--- config.mk ---
export PLATFORM = sky130hd
export DESIGN_NAME = smb_addr_match
export DESIGN_NICKNAME = d
export VERILOG_FILES = /design/src/rtl/smb_addr_pkg.sv /design/src/rtl/smb_addr_cmp.sv /design/src/rtl/smb_addr_qual.sv /design/src/rtl/smb_addr_hold.sv /design/src/rtl/smb_addr_match.sv
export SDC_FILE = /design/constraint.sdc
export NUM_CORES = 1
export LEC_CHECK = 0
export BUFFER_PORTS_ARGS = -buffer_cell sky130_fd_sc_hd__buf_2
export CORE_AREA = 3 3 40 42
export CTS_BUF_LIST = sky130_fd_sc_hd__clkbuf_4 sky130_fd_sc_hd__clkbuf_8 sky130_fd_sc_hd__clkbuf_16
export DETAILED_ROUTE_END_ITERATION = 16
export DIE_AREA = 0 0 43 45
export GPL_TIMING_DRIVEN = 0
export SYNTH_ARGS = -nofsm -noshare
export SYNTH_HDL_FRONTEND = slang
export SYNTH_SLANG_ARGS = --single-unit
export TNS_END_PERCENT = 5
--- constraint.sdc ---
create_clock -name clk -period 1.65 [get_ports clk]
set_input_delay 0.33 -clock clk [delete_from_list [all_inputs] [get_ports clk]]
set_output_delay 0.33 -clock clk [all_outputs]
set_load 0.1 [all_outputs]
--- src/rtl/smb_addr_pkg.sv ---
package smb_addr_pkg;

   localparam int unsigned SMB_ADDR_W = 7;

   localparam logic [SMB_ADDR_W-1:0] SMB_DFLT_DEV_ADDR  = 7'b1100001;
   localparam logic [SMB_ADDR_W-1:0] SMB_DFLT_HOST_ADDR = 7'b0001000;

   typedef struct packed {
      logic own;
      logic dflt_dev;
      logic host;
   } smb_hit_t;

endpackage

--- src/rtl/smb_addr_cmp.sv ---
module smb_addr_cmp #(
   parameter int unsigned W = 7
) (
   input  logic [W-1:0] a_i,
   input  logic [W-1:0] b_i,
   output logic         eq_o
);

   logic [W-1:0] bit_eq;

   for (genvar i = 0; i < W; i++) begin : g_bit
      assign bit_eq[i] = a_i[i] ~^ b_i[i];
   end

   assign eq_o = &bit_eq;

endmodule

--- src/rtl/smb_addr_qual.sv ---
module smb_addr_qual
   import smb_addr_pkg::*;
(
   input  logic     if_en_i,
   input  logic     smb_mode_i,
   input  logic     host_role_i,
   input  logic     arp_en_i,
   input  logic     eq_own_i,
   input  logic     eq_dev_i,
   input  logic     eq_host_i,
   output smb_hit_t hit_o
);

   logic fixed_on;

   always_comb begin
      fixed_on       = if_en_i & smb_mode_i & arp_en_i;
      hit_o.own      = if_en_i & eq_own_i;
      hit_o.dflt_dev = fixed_on & ~host_role_i & eq_dev_i;
      hit_o.host     = fixed_on &  host_role_i & eq_host_i;
   end

endmodule

--- src/rtl/smb_addr_hold.sv ---
module smb_addr_hold
   import smb_addr_pkg::*;
(
   input  logic     clk,
   input  logic     rst_n,
   input  logic     start_i,
   input  logic     cap_i,
   input  smb_hit_t hit_i,
   output smb_hit_t hit_o,
   output logic     ack_o
);

   always_ff @(posedge clk or negedge rst_n) begin
      if (!rst_n) begin
         hit_o <= '0;
         ack_o <= 1'b0;
      end else if (cap_i) begin
         hit_o <= hit_i;
         ack_o <= hit_i.own | hit_i.dflt_dev | hit_i.host;
      end else if (start_i) begin
         hit_o <= '0;
         ack_o <= 1'b0;
      end
   end

endmodule

--- src/rtl/smb_addr_match.sv ---
module smb_addr_match
   import smb_addr_pkg::*;
#(
   parameter int unsigned         ADDR_W      = SMB_ADDR_W,
   parameter logic [ADDR_W-1:0]   DEV_ADDR    = SMB_DFLT_DEV_ADDR,
   parameter logic [ADDR_W-1:0]   HOST_ADDR   = SMB_DFLT_HOST_ADDR,
   parameter bit                  ARP_SUPPORT = 1'b1
) (
   input  logic              clk,
   input  logic              rst_n,
   input  logic              start_i,
   input  logic              addr_vld_i,
   input  logic [ADDR_W:0]   addr_byte_i,
   input  logic              if_en_i,
   input  logic              smb_mode_i,
   input  logic              host_role_i,
   input  logic              arp_en_i,
   input  logic [ADDR_W-1:0] own_addr_i,
   output logic              ack_o,
   output logic              hit_own_o,
   output logic              hit_dflt_dev_o,
   output logic              hit_host_o
);

   localparam int unsigned BYTE_W = ADDR_W + 1;

   if (ADDR_W < 1) begin : g_bad_width
      $error("smb_addr_match: ADDR_W must be at least 1");
   end
   if (ARP_SUPPORT && (DEV_ADDR == HOST_ADDR)) begin : g_bad_fixed
      $error("smb_addr_match: fixed addresses must differ");
   end

   logic [ADDR_W-1:0] rx_addr;
   logic              rx_rw;
   logic              eq_own, eq_dev, eq_host;
   smb_hit_t          hit_d, hit_q;

   assign {rx_addr, rx_rw} = addr_byte_i[BYTE_W-1:0];

   smb_addr_cmp #(.W(ADDR_W)) u_cmp_own (
      .a_i (rx_addr),
      .b_i (own_addr_i),
      .eq_o(eq_own)
   );

   if (ARP_SUPPORT) begin : g_arp
      smb_addr_cmp #(.W(ADDR_W)) u_cmp_dev (
         .a_i (rx_addr),
         .b_i (DEV_ADDR),
         .eq_o(eq_dev)
      );
      smb_addr_cmp #(.W(ADDR_W)) u_cmp_host (
         .a_i (rx_addr),
         .b_i (HOST_ADDR),
         .eq_o(eq_host)
      );
   end else begin : g_no_arp
      assign eq_dev  = 1'b0;
      assign eq_host = 1'b0;
   end

   smb_addr_qual u_qual (
      .if_en_i    (if_en_i),
      .smb_mode_i (smb_mode_i),
      .host_role_i(host_role_i),
      .arp_en_i   (arp_en_i),
      .eq_own_i   (eq_own),
      .eq_dev_i   (eq_dev),
      .eq_host_i  (eq_host),
      .hit_o      (hit_d)
   );

   smb_addr_hold u_hold (
      .clk    (clk),
      .rst_n  (rst_n),
      .start_i(start_i),
      .cap_i  (addr_vld_i),
      .hit_i  (hit_d),
      .hit_o  (hit_q),
      .ack_o  (ack_o)
   );

   assign hit_own_o      = hit_q.own;
   assign hit_dflt_dev_o = hit_q.dflt_dev;
   assign hit_host_o     = hit_q.host;

   logic unused_rw;
   assign unused_rw = rx_rw;

endmodule

==> reports/qor.csv <==
metric,value,unit
Worst Path Arrival,1.01,ns
result of the run,"complete, no violations",
critical path's top delay family,buffers and inverters,
largest fanout of any net on the critical path,2,
max incr delay on CP,0.43,ns
total of cells resized after clock tree synthesis,0,
Lkg Pwr,0.228,nW
maximum VDD drop,168,uV
Slew @ Worst Pin,0.485,ns
maximum number of pins on one net before global-route repair,5,
Post-Place Worst Slack,0.234,ns
main combinational cell family by area after synthesis,simple AND/OR/NAND/NOR gates,
buffer depth of the longest clock path,2,
number of distinct library cells after synthesis,12,
clock edge transition at the registers on the reported setup and hold paths,0.04,ns
initial drt markers,1,
via count of the first global-routing pass,303,
sinks on the clock net,4,
Post-Route Skew,0,ns
number of pins exceeding their max-slew limit in the final report,0,
first-pass GRT wire length,1.21,mm
cell type contributing the most total cell area after synthesis,dfrtp_1,
DRC,0,
leading post-synthesis cells by cell area,"dfrtp_1 39%, xnor2_1 17%, a22o_1 6.9%",
share of the clock period used by the worst path after layout,81.0,%
vertical die dimension,45,um
die outline width,43,um
final count of hold timing violations,0,
Post-Route WL,679,um
count of standard-cell rows,13,
Post-layout nets,82,
Ys Warns,0,
Total Routing Usage GR,8.53,%
Die Area,1940,um2
worst min-delay path class,in2reg,
setup repair after global routing missed its margin,false,
Setup crit end kind,output pin,
half-perimeter wire length after placement,609,um
"synthesized-area fraction occupied by ao, oa, aoi and oai cells",8.82,%
multiplexer share of the synthesized area,0,%
Synth Area in XOR/XNOR,24.0,%
number of buffers added by the clock tree synthesis step,3,
number of violations of the max-capacitance limit,0,
simple-gate area share of the yosys netlist,27.9,%
CTS HTree Levels,1,
"Setup violations, final",0,
TritonCTS clock tree,done,
detailed-router iteration count before antenna repair,4,
buffers plus inverters on the worst setup path,1,
number of ports placed on the die boundary,27,
setup slack of the critical path after layout,0.314,ns
total congestion overflow,0,
data required time at the worst endpoint,1.32,ns
list of cells traversed by the critical path,buf_2,
final critical delay including setup and external delays,1.34,ns
CTS root buf,clkbuf_4,
Worst setup SP type,flip-flop,
Routability Congestion,0.691,
synthesized net count,51,
Worst path slowest cell,buf_2,
post-synthesis cell count,28,
area share of the leading cell type in the synthesized netlist,39.2,%
P&R area growth vs syn,69.1,%
max_slew headroom,67.9,%
accumulated negative setup slack,0,ns
initial antenna violation count,0,
Routed wire per std cell,9.43,um
synthesized flop and latch total,4,
Antenna diodes,0,
"share of synthesized cell area in full adder, half adder and majority cells",0,%
source-to-sink clock delay at the later pin of the worst-skew pair,0.23,ns
core box area,1280,um2
layout cell share with drive strength beyond 1,49.1,%
starting utilization of the core area,19.9,%
I/O Buffers,25,
summed instance area of the synthesized netlist,255,um2
detail-routed via count per cell,4.36,
Final ANT Viol Nets,0,
sequential share of the synthesized area,39.2,%
peak clock frequency supported by timing,749,MHz
synthesized area divided by synthesized cell count,9.12,um2
power density over the cells,638,nW/um2
crit path kind,reg2out,
via count,314,
==> sequential cells by signal, indices dropped and copies added, names as in the netlist <==
register / flops
u_hold.hit_o: 3
u_hold.ack_o: 1
==> cells in the mapped netlist <==
cell     count
nand4_1      2
nand2_1      4
or4_1        1
dfrtp_1      4
a22o_1       2
xnor2_1      5
nor2_1       1
o21ai_0      1
nor4_1       2
nand3_1      3
xor2_1       2
nor3_1       1
==> logic make-up (layout without fill, tap and decap cells) <==
family                 after synthesis  after routing
AND/OR/NAND/NOR                     14             14
AO/OA/AOI/OAI                        3              3
buffers and inverters                0             29
XOR/XNOR                             7              7
flip-flops                           4              4
==> stage by stage <==
step / total power, mW / instances / area [um2] / util (%) / hold slack (ns)
floorplan: 0.121 / 28 / 255 / - / 0.0344
global placement: 0.155 / 68 / 399 / 31.1 / 0.134
detailed placement: 0.156 / 68 / 399 / 31.1 / 0.137
CTS: 0.282 / 72 / 432 / 33.6 / 0.375
global route: 0.291 / 72 / 432 / 33.6 / 0.389
finish: 0.275 / 72 / 432 / 33.6 / 0.377
==> path summary, 6_finish.rpt <==
kind	startpoint	end	slack, ns	depth (start not counted)
setup / recovery	u_hold.hit_o[1]	hit_dflt_dev_o	0.31	1
hold / removal	start_i	u_hold.hit_o[2]	0.38	4
setup reg to reg	u_hold.hit_o[1]	u_hold.hit_o[1]	0.96	1
hold reg to reg	u_hold.hit_o[2]	u_hold.hit_o[2]	0.46	2
max in group asynchronous	rst_n	u_hold.hit_o[0]	1.10	2
min in group asynchronous	rst_n	u_hold.hit_o[2]	0.43	2
==> cells in the final DEF, fill, tap and decap left out <==
cell type / instances
nor2_1: 1
buf_2: 25
xor2_1: 2
nand2_1: 4
or4_1: 1
a22o_1: 2
dfrtp_1: 4
clkbuf_4: 3
nand3_1: 3
nand4_1: 2
nor3_1: 1
nor4_1: 2
dlygate4sd3_1: 1
xnor2_1: 5
o21ai_0: 1
==> routing by layer <==
| layer | vias up | part of all wire, % | global-route usage, % |
|---|---|---|---|
| met2 | 20 | 44 | 12.3 |
| met3 | 2 | 13 | 2.39 |
| met1 | 127 | 41 | 11.2 |
| met4 | 0 | 2.1 | 5.42 |
| met5 | - | 0 | 0 |
| li1 | 165 | - | - |
==> worst min-delay path: stages <==
cell     delay, ns
buf_2         0.07
nor2_1        0.06
nand2_1       0.06
nand2_1       0.04
==> what timing repair did <==
item,CTS,global route
endpoints found under the hold margin,4,0
hold buffers,1,0
setup buffers,0,0
==> power by group <==
part / internal, mW / total (mW) / switching (mW) / leakage (nW)
Combinational: 0.0317 / 0.0565 / 0.0248 / 0.159
Clock: 0.0813 / 0.120 / 0.0386 / 0.0138
Sequential: 0.0989 / 0.0990 / 0.000129 / 0.0559
==> area by class of cell <==
type | instances | area [um2]
well taps | 15 | 18.8
flip-flops and latches | 4 | 100
clock buffers | 3 | 22.5
multi-input cells | 24 | 155
fillers | 141 | 853
repair buffers | 26 | 135
No activity file was read; power rests on OpenSTA's default activity.
